<file path="config.mk">
export PLATFORM = sky130hd
export DESIGN_NAME = cycle_strobe_seq
export DESIGN_NICKNAME = d
export VERILOG_FILES = /design/src/rtl/csq_pkg.sv /design/src/rtl/csq_rst_sync.sv /design/src/rtl/csq_mode_reg.sv /design/src/rtl/csq_reti_fsm.sv /design/src/rtl/cycle_strobe_seq.sv
export SDC_FILE = /design/constraint.sdc
export NUM_CORES = 1
export LEC_CHECK = 0
export BUFFER_PORTS_ARGS = -buffer_cell sky130_fd_sc_hd__buf_2
export CAP_MARGIN = 20
export CELL_PAD_IN_SITES_DETAIL_PLACEMENT = 2
export CELL_PAD_IN_SITES_GLOBAL_PLACEMENT = 2
export CORE_AREA = 2 2 54 56
export DETAILED_ROUTE_END_ITERATION = 8
export DIE_AREA = 0 0 56 58
export PLACE_DENSITY = 0.74
export SLEW_MARGIN = 25
export SYNTH_ARGS = -nofsm -noshare
export SYNTH_HDL_FRONTEND = slang
export SYNTH_SLANG_ARGS = --single-unit
export TNS_END_PERCENT = 5
</file>
<file path="constraint.sdc">
create_clock -name clk -period 2 [get_ports clk]
set_clock_uncertainty 0.2 [all_clocks]
set_input_delay 0.4 -clock clk [delete_from_list [all_inputs] [get_ports clk]]
set_output_delay 0.4 -clock clk [all_outputs]
set_load 0.03 [all_outputs]
</file>
<file path="src/rtl/csq_pkg.sv">
package csq_pkg;
  localparam int unsigned DATA_W = 8;
  localparam logic [DATA_W-1:0] OP_PREFIX = 8'hED;
  localparam logic [DATA_W-1:0] OP_RETURN = 8'h4D;
  localparam int unsigned BIT_EN   = 7;
  localparam int unsigned BIT_TMP  = 6;
  localparam int unsigned BIT_COMP = 5;

  typedef enum logic [1:0] {
    ST_IDLE = 2'd0,
    ST_PFX  = 2'd1,
    ST_RF1  = 2'd2,
    ST_RF2  = 2'd3
  } seq_state_e;
endpackage

</file>
<file path="src/rtl/csq_rst_sync.sv">
module csq_rst_sync #(
  parameter int unsigned STAGES = 2
) (
  input  logic clk,
  input  logic rst_n,
  output logic rst_s_n
);
  logic [STAGES-1:0] sync_q;

  always_ff @(posedge clk or negedge rst_n) begin
    if (!rst_n) sync_q <= '0;
    else        sync_q <= {sync_q[STAGES-2:0], 1'b1};
  end

  assign rst_s_n = sync_q[STAGES-1];
endmodule

</file>
<file path="src/rtl/csq_mode_reg.sv">
module csq_mode_reg
  import csq_pkg::*;
#(
  parameter int unsigned ADDR_W = 8,
  parameter logic [ADDR_W-1:0] REG_ADDR = 8'h3E
) (
  input  logic              clk,
  input  logic              rst_n,
  input  logic [ADDR_W-1:0] io_addr,
  input  logic              io_wr,
  input  logic              io_rd,
  input  logic [DATA_W-1:0] io_wdata,
  output logic [DATA_W-1:0] io_rdata,
  output logic              mode_en,
  output logic              temp_pend
);
  logic wr_hit, rd_hit;
  logic en_d, comp_d, tmp_d;
  logic comp_q;

  assign wr_hit = io_wr && (io_addr == REG_ADDR);
  assign rd_hit = io_rd && (io_addr == REG_ADDR);

  always_comb begin
    en_d   = mode_en;
    comp_d = comp_q;
    tmp_d  = 1'b0;
    if (wr_hit) begin
      en_d   = io_wdata[BIT_EN];
      comp_d = io_wdata[BIT_COMP];
      tmp_d  = ~io_wdata[BIT_TMP];
    end
  end

  always_ff @(posedge clk or negedge rst_n) begin
    if (!rst_n) begin
      mode_en   <= 1'b1;
      comp_q    <= 1'b1;
      temp_pend <= 1'b0;
    end else begin
      mode_en   <= en_d;
      comp_q    <= comp_d;
      temp_pend <= tmp_d;
    end
  end

  always_comb begin
    io_rdata = '0;
    if (rd_hit) begin
      io_rdata           = '1;
      io_rdata[BIT_EN]   = mode_en;
      io_rdata[BIT_COMP] = comp_q;
    end
  end
endmodule

</file>
<file path="src/rtl/csq_reti_fsm.sv">
module csq_reti_fsm
  import csq_pkg::*;
(
  input  logic              clk,
  input  logic              rst_n,
  input  logic              fetch_ev,
  input  logic [DATA_W-1:0] opcode,
  input  logic              mode_en,
  output logic              refetch_req,
  output logic              rf_busy
);
  seq_state_e state_q, state_d;
  logic       req_d;

  always_comb begin
    state_d = state_q;
    req_d   = 1'b0;
    if (fetch_ev) begin
      unique case (state_q)
        ST_RF1: state_d = ST_RF2;
        ST_RF2: state_d = ST_IDLE;
        default: begin
          if (state_q == ST_PFX && opcode == OP_RETURN && !mode_en) begin
            state_d = ST_RF1;
            req_d   = 1'b1;
          end else if (opcode == OP_PREFIX) begin
            state_d = ST_PFX;
          end else begin
            state_d = ST_IDLE;
          end
        end
      endcase
    end
  end

  always_ff @(posedge clk or negedge rst_n) begin
    if (!rst_n) begin
      state_q     <= ST_IDLE;
      refetch_req <= 1'b0;
    end else begin
      state_q     <= state_d;
      refetch_req <= req_d;
    end
  end

  assign rf_busy = (state_q == ST_RF1) || (state_q == ST_RF2);
endmodule

</file>
<file path="src/rtl/cycle_strobe_seq.sv">
module cycle_strobe_seq
  import csq_pkg::*;
#(
  parameter int unsigned ADDR_W = 8,
  parameter logic [ADDR_W-1:0] REG_ADDR = 8'h3E,
  parameter int unsigned SYNC_STAGES = 2
) (
  input  logic              clk,
  input  logic              rst_n,
  input  logic              cyc_valid,
  input  logic              cyc_fetch,
  input  logic              cyc_intack,
  input  logic              cyc_nmi_first,
  input  logic [7:0]        cyc_opcode,
  input  logic [ADDR_W-1:0] io_addr,
  input  logic              io_wr,
  input  logic              io_rd,
  input  logic [7:0]        io_wdata,
  output logic [7:0]        io_rdata,
  output logic              strobe_n,
  output logic              refetch_req
);
  logic rst_s_n;
  logic mode_en, temp_pend, rf_busy;
  logic fetch_ev, ack_ev;

  csq_rst_sync #(.STAGES(SYNC_STAGES)) u_rst (
    .clk(clk), .rst_n(rst_n), .rst_s_n(rst_s_n)
  );

  csq_mode_reg #(.ADDR_W(ADDR_W), .REG_ADDR(REG_ADDR)) u_mode (
    .clk(clk), .rst_n(rst_s_n), .io_addr(io_addr), .io_wr(io_wr),
    .io_rd(io_rd), .io_wdata(io_wdata), .io_rdata(io_rdata),
    .mode_en(mode_en), .temp_pend(temp_pend)
  );

  assign fetch_ev = cyc_valid && cyc_fetch;
  assign ack_ev   = cyc_valid && (cyc_intack || cyc_nmi_first);

  csq_reti_fsm u_fsm (
    .clk(clk), .rst_n(rst_s_n), .fetch_ev(fetch_ev), .opcode(cyc_opcode),
    .mode_en(mode_en), .refetch_req(refetch_req), .rf_busy(rf_busy)
  );

  always_comb begin
    strobe_n = 1'b1;
    if (temp_pend)                            strobe_n = 1'b0;
    else if (mode_en && (fetch_ev || ack_ev)) strobe_n = 1'b0;
    else if (rf_busy && fetch_ev)             strobe_n = 1'b0;
  end
endmodule

</file>
## Word-level counts from Yosys, hierarchy flattened

Index checks and enable logic that the tools add are counted.

| cells by class | value |
|---|---|
| add/sub/neg operators | 0 |
| multiply operators | 0 |
| div/mod/pow operators | 0 |
| $lt $le $gt $ge | 0 |
| eq/ne operators | 6 |
| shifts and indexed selects | 0 |
| muxes and demuxes | 11 |
| bitwise operators | 1 |
| reductions and logical operators | 13 |

Operator list:

| kind | count |
|---|---|
| $eq 8x6->1 const B | 1 |
| $eq 8x7->1 const B | 1 |
| $eq 8x8->1 const B | 1 |
| $logic_and 1x1->1 | 8 |
| $mux 1 | 8 |
| $mux 8 | 1 |
| $eq 2x2->1 const B | 2 |
| $pmux 2 s2 | 1 |
| $logic_or 1x1->1 | 3 |
| $eq 2x1->1 const B | 1 |
| $mux 2 | 1 |
| $reduce_or 2->1 | 1 |
| $logic_not 1->1 | 1 |
| $not 1->1 | 1 |

| word-level totals | value |
|---|---|
| flip-flop bits (word level) | 8 |
| bits in latches | 0 |
| bits in writable memories | 0 |
| memory bits (read-only) | 0 |
| input bits | 32 |
| logic and storage cells | 37 |
| memories kept | 0 |

## Longest topological paths before layout

| depth | value |
|---|---|
| depth in word-level cells | 6 |
| mapped depth | 4 |
| mapped depth without buffers | 3 |

## Modules after synthesis

Synthesis repeated with hierarchy kept, for this count alone.

| second synthesis, totals | value |
|---|---|
| cells, all modules | 42 |
| area, all modules | 481.7 µm² |

Modules (own cells, without submodules):

| module | times used | cells each | area each (µm²) | sequential area each (µm²) |
|---|---|---|---|---|
| csq_mode_reg | 1 | 21 | 206.4 | 77.6 |
| csq_reti_fsm | 1 | 14 | 186.4 | 75.1 |
| csq_rst_sync | 1 | 3 | 53.8 | 50.0 |
| cycle_strobe_seq | 1 | 4 | 35.0 | 0.0 |

## Least setup slack after synthesis

OpenSTA, ideal clock, no wires.

| timing | value |
|---|---|
| kind | input port to output port |
| from | in io_addr[7] |
| to | out io_rdata[5] |
| arrival time | 1.303 ns |
| required time | 1.400 ns |
| slack | 0.097 ns |
| cell stages on the path | 3 |
| cell sequence | nor4bb_1 nand3_1 nor2_1 |

| on the way | value |
|---|---|
| word-level cells in the longest chain between the ends | 3 |

Ends and longest elaborated chain:

| item | RTL line | text |
|---|---|---|
| start, declared | cycle_strobe_seq.sv:15 | `input logic [ADDR_W-1:0] io_addr,` |
| $eq 8x6->1 | csq_mode_reg.sv:22 | `assign rd_hit = io_rd && (io_addr == REG_ADDR);` |
| $logic_and 1x1->1 | csq_mode_reg.sv:22 |  |
| $mux 8 | csq_mode_reg.sv:49 | `if (rd_hit) begin` |
| end, declared | cycle_strobe_seq.sv:19 | `output logic [7:0] io_rdata,` |

No other way between the ends.

## Worst setup path in the final report

| timing | value |
|---|---|
| from | in io_addr[7] |
| to | out io_rdata[2] |

The elaborated chain is that of the path after synthesis.

==> flow_metrics.py <==
metrics = {
    "critical_path": {
        "critPathSlowestCell": "nor4bb_4",
        "path_cells": "buf_2 -> nor4bb_4 -> nand3_1 -> inv_2 -> buf_2",
        "worstPathRequired_ps": 1400,
        "r2r_start": "u_fsm.state_q[1]",
        "path_max_fanout": 6,
        "cp_num_buf_inv": 3,
        "path_class": "in -> out",
        "startpoint_type": "input pin",
        "path_common_cell": "buf_2",
        "cpPeakStageDelay_ps": 290,
        "worstPathArrival_ps": 1320,
        "cpLargestDelayFamily": "simple AND/OR/NAND/NOR gates",
        "cp-startpoint": "io_addr[7]",
        "endpoint_kind": "primary output",
    },
    "power": {
        "vdd_drop_max_v": 0.000285,
        "p_seq_share_pct": 48.8,
        "p_int_w": 0.000273,
        "p_clk_share_pct": 37.5,
        "p_sw_share_pct": 22.1,
        "p_sw_w": 0.0000773,
        "leakage_nw": 0.348,
        "share_comb_of_total_power_pct": 13.6,
        "pwr_density_cell_mw_per_mm2": 511,
        "total_power_w": 0.000350,
    },
    "global_route": {
        "grt-ovfl-total": 0,
        "track_usage_pct": 8.38,
        "antenna_found_initial": 0,
        "grt_pass1_vias": 461,
        "grt_max_degree": 7,
        "grt_pass1_wl_um": 2020,
    },
    "timing": {
        "setup_viol_count_final": 0,
        "period_minus_slack_ps": 1920,
        "fin_ws_ps": 84.7,
        "drv_slew": 0,
        "finalHoldViolCount": 0,
        "setup_tns_ps": 0,
        "finalCritPeriodShare_pct": 95.8,
        "rsz0062_at_grt": "no",
        "fmax_mhz": 522,
    },
    "synth": {
        "synth_commonest_cells": "6 x buf_4, 6 x dfrtp_1, 4 x nand2_1",
        "synth_ff_type": "dfrtp_1",
        "syn_area_per_cell_um2": 9.95,
        "synth_nets": 76,
        "synth_warnings": 0,
        "seq_area_frac_synth_pct": 46.3,
        "syn_area_um2": 438,
        "synthDominantCellAreaShare_pct": 34.3,
        "ys_seq_elements": 8,
        "synthTopCellsByArea": "dfrtp_1 34%, dfstp_2 12%, buf_4 10%, mux2_2 5.1%, nand2b_1 4.3%",
        "synth_edf_count": 0,
        "synth_cell_types": 21,
        "yosys.area.top_type": "dfrtp_1",
        "async_flop_share_pct": 100,
        "syn_inst": 44,
    },
    "die": {
        "initial_core_util_pct": 16.4,
        "placementRows": 19,
        "core_mm2": 0.00266,
        "die-area_mm2": 0.00325,
        "pin_count": 42,
        "die_w_um": 56,
        "die_h_um": 58,
    },
    "detailed_routing": {
        "wl_per_cell_um": 11.9,
        "vias": 447,
        "drtIter0Drc": 8,
        "finalWirelength_um": 1320,
        "via_per_inst": 4.03,
        "remaining_drc_errors": 0,
        "postRouteAntennaNets": 0,
        "dr.pass1.iters": 3,
    },
    "cts": {
        "insertion_delay_ps": 250,
        "path_clk_slew_ps": 50,
        "cts.path.max_buffers": 2,
        "cts_tree": "built",
        "cts_buffers": 3,
        "cts-root-buf": "clkbuf_4",
        "cts.sinks": 8,
        "h-tree-depth": 1,
        "cts_setup_buffers": 0,
    },
    "placement": {
        "gp_congestion": 0.658,
        "portBuffers": 36,
        "dp_slack_ps": -26.5,
        "place_hpwl_um": 1160,
    },
    "final_layout": {
        "n_fill_cell": 316,
        "finalNetCount": 113,
        "post-route-util_pct": 25.8,
        "num_antenna_cells": 0,
        "syn2layout_area_growth_pct": 56.6,
        "drive_above_1_share_pct": 60.0,
    },
    "outcome": {
        "status": "finished clean",
    },
    "worst_hold_path": {
        "hold_path.class": "reg -> async",
    },
    "flow_run": {
        "maxCapViolations": 0,
    },
}
==> kinds of logic (layout without fill, tap and decap cells) <==
logic type | Yosys count | in the layout | share of synthesized area, %
AND/OR/NAND/NOR | 20 | 20 | 26.9
AO/OA/AOI/OAI | 4 | 4 | 8.00
multiplexers | 2 | 2 | 5.14
flip-flops | 8 | 8 | 46.3
buffers and inverters | 9 | 45 | 12.9
other | 1 | 1 | 0.856
==> sequential cells by signal, summed over array words and instances, names as in the netlist <==
register / cells
u_fsm.refetch_req: 1
u_mode.temp_pend: 1
u_mode.comp_q: 1
u_mode.mode_en: 1
u_fsm.state_q: 2
u_rst.sync_q: 2
==> routing by layer <==
metal	vias to the layer above	track usage, %	routed length [um]
li1	218	-	-
met1	220	6.49	399
met2	7	17.8	850
met3	2	2.90	50
met4	0	4.08	16
met5	-	0	0
==> cell type report <==
cell class              count  area, um^2  share of cell area, %
repair buffers             38         213                   31.0
flip-flops and latches      8         203                   29.6
multi-input cells          27         194                   28.3
well taps                  31        38.8                   5.66
clock buffers               4        26.3                   3.83
inverters                   3        11.3                   1.64
==> power by group through the flow <==
stage,combinational [W],clock [W],sequential (W)
2_1_floorplan,0.0000113,0,0.000174
5_1_grt,0.0000533,0.000143,0.000171
3_3_place_gp,0.0000386,0,0.000175
4_1_cts,0.0000461,0.000138,0.000171
6_report,0.0000477,0.000131,0.000171
3_5_place_dp,0.0000408,0,0.000175
==> metrics by stage <==
stage	instances	hold slack [ps]	area [um^2]
global route	111	56.6	686
finish	111	34.4	686
CTS	111	31.9	664
global placement	105	-106	612
floorplan	44	-134	438
detailed placement	105	-101	612
==> timing repair <==
item	CTS	global route
hold buffers	2	0
endpoints found under the hold margin	6	0
pin swaps	0	1
endpoints found under the setup margin	6	8
gates resized for setup	1	8
==> worst paths after layout <==
check,end,slack (ps),cells after the start
worst max-delay path,io_rdata[2],80,5
worst min-delay path,u_mode.mode_en,30,0
worst max register to register,u_fsm.refetch_req,420,2
worst min register to register,u_mode.mode_en,30,0
max in group asynchronous,u_mode.temp_pend,950,1
min in group clk,u_mode.temp_pend,90,2
==> cells in the final DEF, fill, tap and decap left out <==
cell type / instances
buf_2: 31
clkbuf_4: 8
dfrtp_1: 6
nand2_1: 4
nand3_1: 3
nor2_1: 3
nand2b_1: 3
inv_1: 2
mux2_2: 2
dlygate4sd3_1: 2
dfstp_2: 2
nor4bb_4: 1
and4b_1: 1
inv_2: 1
nand2_2: 1
nand4b_1: 1
or4_4: 1
nor4_1: 1
nor3_1: 1
o21ai_1: 1
a21oi_1: 1
o41ai_2: 1
o221ai_1: 1
clkbuf_1: 1
conb_1: 1
(Power assumes the default switching activity.)
